**src/rtl/lnk_pkg.sv**
```systemverilog
package lnk_pkg;
    localparam int WC_W = 3;

    typedef enum logic [1:0] {
        TX_IDLE,
        TX_EXT,
        TX_SEND,
        TX_FETCH
    } tx_state_t;

    typedef enum logic {
        RX_IDLE,
        RX_BUSY
    } rx_state_t;

    function automatic logic wcode_ok(input logic [WC_W-1:0] c);
        return (c >= WC_W'(1)) && (c <= WC_W'(5));
    endfunction
endpackage

```
**src/rtl/lnk_width_reg.sv**
```systemverilog
module lnk_width_reg
    import lnk_pkg::*;
#(
    parameter logic [WC_W-1:0] RESET_WCODE = 3'd3
) (
    input  logic            clk,
    input  logic            rst_n,
    input  logic [WC_W-1:0] cfg_width,
    input  logic            tx_idle,
    input  logic            rx_idle,
    output logic [WC_W-1:0] wcode
);
    always_ff @(posedge clk) begin
        if (!rst_n)
            wcode <= RESET_WCODE;
        else if (tx_idle && rx_idle && wcode_ok(cfg_width))
            wcode <= cfg_width;
    end
endmodule

```
**src/rtl/lnk_tx.sv**
```systemverilog
module lnk_tx
    import lnk_pkg::*;
#(
    parameter int         WORD_W  = 32,
    parameter logic [7:0] EXT_CMD = 8'h3F
) (
    input  logic              clk,
    input  logic              rst_n,
    input  logic [WC_W-1:0]   wcode,
    input  logic              in_valid,
    output logic              in_ready,
    input  logic [WORD_W-1:0] in_data,
    input  logic              in_sop,
    input  logic              in_eop,
    input  logic              in_ctl,
    input  logic              in_ext64,
    input  logic [WORD_W-9:0] in_addr_hi,
    input  logic [1:0]        in_bytes,
    output logic [WORD_W-1:0] tx_lanes,
    output logic              tx_valid,
    output logic              tx_ctl,
    output logic              tx_last,
    output logic              tx_idle
);
    localparam int BEAT_W = $clog2(WORD_W);

    tx_state_t         state_q, state_d;
    logic [WORD_W-1:0] shreg_q, hold_q, word_pad, lane_mask;
    logic              hold_last_q, cur_ctl_q, cur_last_q;
    logic [BEAT_W-1:0] beat_q, beat_max;
    logic [BEAT_W:0]   width_v;
    logic              last_beat, accept;

    assign width_v   = (BEAT_W+1)'(1) << wcode;
    assign beat_max  = BEAT_W'((WORD_W >> wcode) - 1);
    assign last_beat = (beat_q == beat_max);
    assign accept    = in_valid && in_ready;

    for (genvar i = 0; i < WORD_W; i++) begin : g_mask
        assign lane_mask[i] = (i < int'(width_v));
    end

    always_comb begin
        word_pad = in_data;
        if (in_eop) begin
            unique case (in_bytes)
                2'd1:    word_pad = in_data & WORD_W'(32'h0000_00FF);
                2'd2:    word_pad = in_data & WORD_W'(32'h0000_FFFF);
                2'd3:    word_pad = in_data & WORD_W'(32'h00FF_FFFF);
                default: word_pad = in_data;
            endcase
        end
    end

    always_comb begin
        state_d = state_q;
        unique case (state_q)
            TX_IDLE:  if (in_valid && in_sop) state_d = in_ext64 ? TX_EXT : TX_SEND;
            TX_EXT:   if (last_beat) state_d = TX_SEND;
            TX_SEND:  if (last_beat) state_d = cur_last_q ? TX_IDLE : (in_valid ? TX_SEND : TX_FETCH);
            TX_FETCH: if (in_valid) state_d = TX_SEND;
            default:  state_d = TX_IDLE;
        endcase
    end

    always_ff @(posedge clk) begin
        if (!rst_n) state_q <= TX_IDLE;
        else        state_q <= state_d;
    end

    always_ff @(posedge clk) begin
        if (!rst_n) begin
            shreg_q     <= '0;
            hold_q      <= '0;
            hold_last_q <= 1'b0;
            cur_ctl_q   <= 1'b0;
            cur_last_q  <= 1'b0;
            beat_q      <= '0;
        end else begin
            if ((state_q == TX_EXT) || (state_q == TX_SEND))
                beat_q <= last_beat ? '0 : beat_q + 1'b1;
            else
                beat_q <= '0;
            unique case (state_q)
                TX_IDLE: if (in_valid && in_sop) begin
                    cur_ctl_q <= 1'b1;
                    if (in_ext64) begin
                        shreg_q     <= {EXT_CMD, in_addr_hi};
                        hold_q      <= word_pad;
                        hold_last_q <= in_eop;
                        cur_last_q  <= 1'b0;
                    end else begin
                        shreg_q    <= word_pad;
                        cur_last_q <= in_eop;
                    end
                end
                TX_EXT: if (last_beat) begin
                    shreg_q    <= hold_q;
                    cur_ctl_q  <= 1'b1;
                    cur_last_q <= hold_last_q;
                end else begin
                    shreg_q <= shreg_q >> width_v;
                end
                TX_SEND, TX_FETCH: if (accept) begin
                    shreg_q    <= word_pad;
                    cur_ctl_q  <= in_ctl;
                    cur_last_q <= in_eop;
                end else if (state_q == TX_SEND && !last_beat) begin
                    shreg_q <= shreg_q >> width_v;
                end
                default: ;
            endcase
        end
    end

    always_comb begin
        in_ready = 1'b0;
        tx_valid = 1'b0;
        tx_last  = 1'b0;
        unique case (state_q)
            TX_IDLE:  in_ready = 1'b1;
            TX_EXT:   tx_valid = 1'b1;
            TX_SEND: begin
                tx_valid = 1'b1;
                in_ready = last_beat && !cur_last_q;
                tx_last  = last_beat && cur_last_q;
            end
            TX_FETCH: in_ready = 1'b1;
            default: ;
        endcase
        tx_lanes = tx_valid ? (shreg_q & lane_mask) : '0;
        tx_ctl   = tx_valid && cur_ctl_q;
        tx_idle  = (state_q == TX_IDLE);
    end
endmodule

```
**src/rtl/lnk_rx.sv**
```systemverilog
module lnk_rx
    import lnk_pkg::*;
#(
    parameter int WORD_W = 32
) (
    input  logic              clk,
    input  logic              rst_n,
    input  logic [WC_W-1:0]   wcode,
    input  logic [WORD_W-1:0] rx_lanes,
    input  logic              rx_valid,
    input  logic              rx_ctl,
    input  logic              rx_last,
    output logic              out_valid,
    output logic [WORD_W-1:0] out_data,
    output logic              out_ctl,
    output logic              out_last,
    output logic              out_err,
    output logic              rx_idle
);
    localparam int BEAT_W = $clog2(WORD_W);

    rx_state_t         state_q, state_d;
    logic [BEAT_W-1:0] beat_q, beat_max, shamt;
    logic [WORD_W-1:0] acc_q, word_now, lane_mask;
    logic              ctl_q, ctl_now, last_beat;

    assign beat_max  = BEAT_W'((WORD_W >> wcode) - 1);
    assign last_beat = (beat_q == beat_max);
    assign shamt     = beat_q << wcode;
    assign lane_mask = {WORD_W{1'b1}} >> (WORD_W - (1 << wcode));
    assign word_now  = acc_q | ((rx_lanes & lane_mask) << shamt);
    assign ctl_now   = (beat_q == '0) ? rx_ctl : ctl_q;

    always_comb begin
        state_d = state_q;
        unique case (state_q)
            RX_IDLE: if (rx_valid && !rx_last) state_d = RX_BUSY;
            RX_BUSY: if (rx_valid && rx_last)  state_d = RX_IDLE;
            default: state_d = RX_IDLE;
        endcase
    end

    always_ff @(posedge clk) begin
        if (!rst_n) state_q <= RX_IDLE;
        else        state_q <= state_d;
    end

    always_ff @(posedge clk) begin
        if (!rst_n) begin
            beat_q <= '0;
            acc_q  <= '0;
            ctl_q  <= 1'b0;
        end else if (rx_valid) begin
            if (last_beat || rx_last) begin
                beat_q <= '0;
                acc_q  <= '0;
            end else begin
                beat_q <= beat_q + 1'b1;
                acc_q  <= word_now;
                ctl_q  <= ctl_now;
            end
        end
    end

    always_ff @(posedge clk) begin
        if (!rst_n) begin
            out_valid <= 1'b0;
            out_data  <= '0;
            out_ctl   <= 1'b0;
            out_last  <= 1'b0;
            out_err   <= 1'b0;
        end else begin
            out_valid <= rx_valid && last_beat;
            out_err   <= rx_valid && rx_last && !last_beat;
            if (rx_valid && last_beat) begin
                out_data <= word_now;
                out_ctl  <= ctl_now;
                out_last <= rx_last;
            end
        end
    end

    assign rx_idle = (state_q == RX_IDLE);
endmodule

```
**src/rtl/lnk_serdes.sv**
```systemverilog
module lnk_serdes
    import lnk_pkg::*;
#(
    parameter int              WORD_W      = 32,
    parameter logic [7:0]      EXT_CMD     = 8'h3F,
    parameter logic [WC_W-1:0] RESET_WCODE = 3'd3
) (
    input  logic              clk,
    input  logic              rst_n,
    input  logic [WC_W-1:0]   cfg_width,
    input  logic              in_valid,
    output logic              in_ready,
    input  logic [WORD_W-1:0] in_data,
    input  logic              in_sop,
    input  logic              in_eop,
    input  logic              in_ctl,
    input  logic              in_ext64,
    input  logic [WORD_W-9:0] in_addr_hi,
    input  logic [1:0]        in_bytes,
    output logic [WORD_W-1:0] tx_lanes,
    output logic              tx_valid,
    output logic              tx_ctl,
    output logic              tx_last,
    input  logic [WORD_W-1:0] rx_lanes,
    input  logic              rx_valid,
    input  logic              rx_ctl,
    input  logic              rx_last,
    output logic              out_valid,
    output logic [WORD_W-1:0] out_data,
    output logic              out_ctl,
    output logic              out_last,
    output logic              out_err
);
    logic [WC_W-1:0] wcode_q;
    logic            tx_idle, rx_idle;

    lnk_width_reg #(.RESET_WCODE(RESET_WCODE)) u_width (
        .clk(clk), .rst_n(rst_n), .cfg_width(cfg_width),
        .tx_idle(tx_idle), .rx_idle(rx_idle), .wcode(wcode_q)
    );

    lnk_tx #(.WORD_W(WORD_W), .EXT_CMD(EXT_CMD)) u_tx (
        .clk(clk), .rst_n(rst_n), .wcode(wcode_q),
        .in_valid(in_valid), .in_ready(in_ready), .in_data(in_data),
        .in_sop(in_sop), .in_eop(in_eop), .in_ctl(in_ctl),
        .in_ext64(in_ext64), .in_addr_hi(in_addr_hi), .in_bytes(in_bytes),
        .tx_lanes(tx_lanes), .tx_valid(tx_valid), .tx_ctl(tx_ctl),
        .tx_last(tx_last), .tx_idle(tx_idle)
    );

    lnk_rx #(.WORD_W(WORD_W)) u_rx (
        .clk(clk), .rst_n(rst_n), .wcode(wcode_q),
        .rx_lanes(rx_lanes), .rx_valid(rx_valid), .rx_ctl(rx_ctl),
        .rx_last(rx_last), .out_valid(out_valid), .out_data(out_data),
        .out_ctl(out_ctl), .out_last(out_last), .out_err(out_err),
        .rx_idle(rx_idle)
    );
endmodule

```
**config.mk**
```make
export PLATFORM = sky130hd
export DESIGN_NAME = lnk_serdes
export DESIGN_NICKNAME = d
export VERILOG_FILES = /design/src/rtl/lnk_pkg.sv /design/src/rtl/lnk_width_reg.sv /design/src/rtl/lnk_tx.sv /design/src/rtl/lnk_rx.sv /design/src/rtl/lnk_serdes.sv
export SDC_FILE = /design/constraint.sdc
export NUM_CORES = 1
export LEC_CHECK = 0
export BUFFER_PORTS_ARGS = -buffer_cell sky130_fd_sc_hd__buf_2
export CAP_MARGIN = 20
export CELL_PAD_IN_SITES_DETAIL_PLACEMENT = 0
export CELL_PAD_IN_SITES_GLOBAL_PLACEMENT = 1
export CORE_MARGIN = 2
export CORE_UTILIZATION = 42
export DETAILED_ROUTE_END_ITERATION = 16
export GPL_TIMING_DRIVEN = 0
export PLACE_DENSITY = 0.84
export SYNTH_ARGS = -nofsm -noshare
export SYNTH_HDL_FRONTEND = slang
export SYNTH_SLANG_ARGS = --single-unit
```
**constraint.sdc**
```tcl
create_clock -name clk -period 5.81 [get_ports clk]
set_clock_uncertainty 0.1 [all_clocks]
set_input_delay 1.743 -clock clk [delete_from_list [all_inputs] [get_ports clk]]
set_output_delay 1.743 -clock clk [all_outputs]
set_load 0.01 [all_outputs]
```
==> out/summary.txt <==
Combinational family with the most area after synthesis: compound AO/OA/AOI/OAI gates
# port buffers: 173
Critical Path Fanout Max: 19
Period Utilization, post-route: 96.64%
YS warnings: 0
Setup ws final: 0.1950 ns
Slew margin rel.: 21.94%
Critical-path top delay cell: ha_1
EDFF count, synth: 0
Num CTS Buffers: 17
Achievable Freq: 0.1781 GHz
Crit path largest cell delay: 0.39 ns
Area Overhead vs Synth: 18.41%
WL/cell: 26.18 µm
Die height: 161.8 µm
Post-synthesis xor/xnor area fraction: 1.232%
Outcome: complete, no violations
Post-synth top flop: dfxtp_1
Logic pwr share: 49.7%
Share of cells above drive strength 1: 18.16%
Multiplexer share of the synthesized area: 5.300%
Crit path top cell by count: buf_4
PD cells: 426.0 nW/µm²
Grt ovf: 0
Crit. End Element: output port
Syn_area_per_cell: 7.449 µm²
Total iterations of the first detailed-routing run: 6
CTS max path bufs: 2
Adder-cell share of the synthesized area: 1.675%
Synthesized Nets: 1,521
N_diodes: 0
Initial Util: 42.88%
Largest area contributor in the netlist: dfxtp_1
Worst Hold Class: reg2reg
Vias in the first global route: 11,520
Min cycle time layout: 5.615 ns
Compound-Gate Fraction of Synth Area: 33.69%
Flops & latches, synth: 152
Final Hold Fails: 0
# setup viols final: 0
Setup crit start kind: flip-flop
Gr usage total: 37.73%
RSZ-0062 raised after global routing: false
DP Worst Slack: 0.1429 ns
Final Core Density: 50.77%
Clock share of power: 23.1%
Post-DP HPWL: 38.58 mm
Library cells used by synthesis: 97
Post-cts hold buffer count: 0
Max-slew violations: 0
Psw: 2.624 mW
Setup_tns: 0 ns
Worst ir drop on vdd: 0.2056 mV
Arrival time of the worst setup path: 3.77 ns
Clock slew at reported path FFs: 0.08 ns
DIE WIDTH: 161.8 µm
Seq/Total Area, Yosys: 29.09%
Layout Nets: 1,712
Crit-path cells: buf_2 -> buf_6 -> buf_4 -> buf_4 -> buf_4 -> buf_6 -> nand2_1 -> ha_1 -> xor2_1 -> and2_1 -> nand2_1 -> or3_1 -> a21oi_1 -> buf_2
Worst Max-Slew Pin Slew: 1.171 ns
DRC errors left: 0
Worst skew pair latency: 0.45 ns
P_int: 2.652 mW
Post-DRT Antenna Nets: 0
Ranking of synthesized cells by area: dfxtp_1 (29%), a21oi_1 (7.8%), nand2_1 (5.8%), o21ai_0 (5.0%), nor2_1 (4.4%)
Max H-tree Level: 4
Post-Synthesis Cells: 1,404
Mapped cell area: 10,460 µm²
Max-Cap Viols: 0
CTS tree: yes
Starting DRT DRC Count: 1,685
CP Class: reg2out
DR vias: 12,597
Most frequent cells after synthesis: a21oi_1 (162), nand2_1 (161), dfxtp_1 (152), nor2_1 (123), o21ai_0 (105)
Pin count of the biggest net entering global routing: 20
WL final: 50.58 mm
WHS Path Cells: 2
Post-CTS Setup Bufs: 0
P_leak: 5.008 nW
Cell row count: 57
Full die area: 26,180 µm²
Worst EP required: 3.97 ns
Fillers: 2,531
Initial antenna violation count: 0
Boundary pin count: 175
Core area: 24,390 µm²
Reg power frac: 27.2%
Vias per Instance: 6.520
Synth top area share: 29.09%
Simple-gate area share of the yosys netlist: 22.32%
CTS sink cnt: 152
GP Congestion: 1.049
Async SR Flop Fraction: 0%
First-pass GRT wire length: 73.89 mm
Sw Share: 49.73%
Worst r2r path cells: 12
Top-count cell post-synth: a21oi_1
Root buffer cell: clkbuf_16
-- area by class of cell --
type / count / area (µm²) / area share [%]
plain buffers: 125 / 586.8 / 4.738
clock buffers: 17 / 425.4 / 3.435
clock inverters: 15 / 198.9 / 1.606
inverters: 32 / 120.1 / 0.9699
multi-input cells: 1094 / 6739 / 54.41
flip-flops and latches: 152 / 3043 / 24.57
well taps: 324 / 405.4 / 3.273
repair buffers: 173 / 865.8 / 6.991
-- flip-flops by register name, indices dropped and copies added (netlist names), named ones only --
register / cells
u_tx.cur_ctl_q: 1
u_tx.hold_last_q: 1
u_rx.beat_q: 5
u_rx.out_ctl: 1
u_rx.acc_q: 32
u_tx.shreg_q: 32
u_rx.out_err: 1
u_tx.state_q: 2
u_width.wcode: 3
u_rx.ctl_q: 1
u_rx.out_data: 32
u_tx.beat_q: 5
u_tx.cur_last_q: 1
u_rx.out_valid: 1
u_tx.hold_q: 32
u_rx.out_last: 1
-- what timing repair did --
item / CTS / global route
resized for setup: 4 / 6
setup endpoints to repair: 2 / 1
hold endpoints to repair: 0 / 0
-- power by group through the flow --
| stage | Clock [mW] | Sequential [mW] | Combinational, mW |
|---|---|---|---|
| 2_1_floorplan | 0 | 1.31 | 1.68 |
| 3_3_place_gp | 0 | 1.44 | 2.50 |
| 3_5_place_dp | 0 | 1.43 | 2.50 |
| 4_1_cts | 1.21 | 1.41 | 2.51 |
| 5_1_grt | 1.25 | 1.43 | 2.76 |
| 6_report | 1.22 | 1.43 | 2.62 |
-- worst max-delay path, delay by kind of cell (launching register included) --
| kind | cells | cell delay (ns) |
|---|---|---|
| compound gates | 1 | 0.15 |
| xor+xnor | 1 | 0.22 |
| fa+ha+maj | 1 | 0.39 |
| flops | 1 | 0.31 |
| buf+inv | 7 | 1.44 |
| simple gates | 4 | 0.81 |
-- metrics by stage --
step / std cells / power, mW / hold slack (ns) / area (µm²)
6_report: 1932 / 5.275 / 0.3621 / 12380
5_1_grt: 1932 / 5.435 / 0.3799 / 12380
4_1_cts: 1932 / 5.138 / 0.3610 / 12370
3_5_place_dp: 1901 / 3.939 / 0.3488 / 11740
3_3_place_gp: 1901 / 3.939 / 0.3426 / 11730
2_1_floorplan: 1404 / 2.988 / 0.3317 / 10460
-- per-layer routing --
| metal | track usage (%) | vias up | wire length [µm] |
|---|---|---|---|
| li1 | - | 5599 | - |
| met5 | 0 | - | 0 |
| met1 | 50.95 | 6014 | 20850 |
| met3 | 8.223 | 155 | 5490 |
| met4 | 17.14 | 0 | 2566 |
| met2 | 57.64 | 829 | 21680 |
-- cell usage in the layout, fill, tap and decap left out, types with 10 or more instances in the layout --
master | synthesis | final
clkbuf_1 | 80 | 79
mux2i_1 | 34 | 34
buf_2 | 28 | 197
nand2_1 | 161 | 160
nand2b_1 | 16 | 16
ha_1 | 14 | 14
mux2_2 | 11 | 11
inv_1 | 30 | 30
and3_1 | 22 | 22
dfxtp_1 | 152 | 152
a21oi_1 | 162 | 162
nor3_1 | 35 | 35
a32oi_1 | 12 | 12
o31ai_1 | 13 | 13
nor2_1 | 123 | 122
a22oi_1 | 14 | 14
o22ai_1 | 10 | 10
clkbuf_16 | 0 | 17
o21ai_0 | 105 | 105
a211oi_1 | 22 | 22
and2_1 | 27 | 27
a31oi_1 | 33 | 33
o211ai_1 | 37 | 37
nand3_1 | 49 | 49
-- worst paths after layout --
kind | end | slack (ns) | start
min | u_tx.hold_q[5]$_SDFFE_PN0P_ | 0.36 | u_tx.hold_q[5]$_SDFFE_PN0P_
max reg2reg | u_rx.acc_q[14]$_SDFFE_PN0P_ | 0.94 | u_width.wcode[2]$_SDFFE_PN0P_
min reg2reg | u_tx.hold_q[5]$_SDFFE_PN0P_ | 0.36 | u_tx.hold_q[5]$_SDFFE_PN0P_
max | in_ready | 0.19 | u_width.wcode[0]$_SDFFE_PN1P_
-- cell families after synthesis --
group                    after synthesis
buffers and inverters                158
AND/OR/NAND/NOR                      486
flip-flops                           152
XOR/XNOR                              13
adder cells (fa/ha/maj)               14
multiplexers                          49
AO/OA/AOI/OAI                        532
No activity file was read; power rests on OpenSTA's default activity.
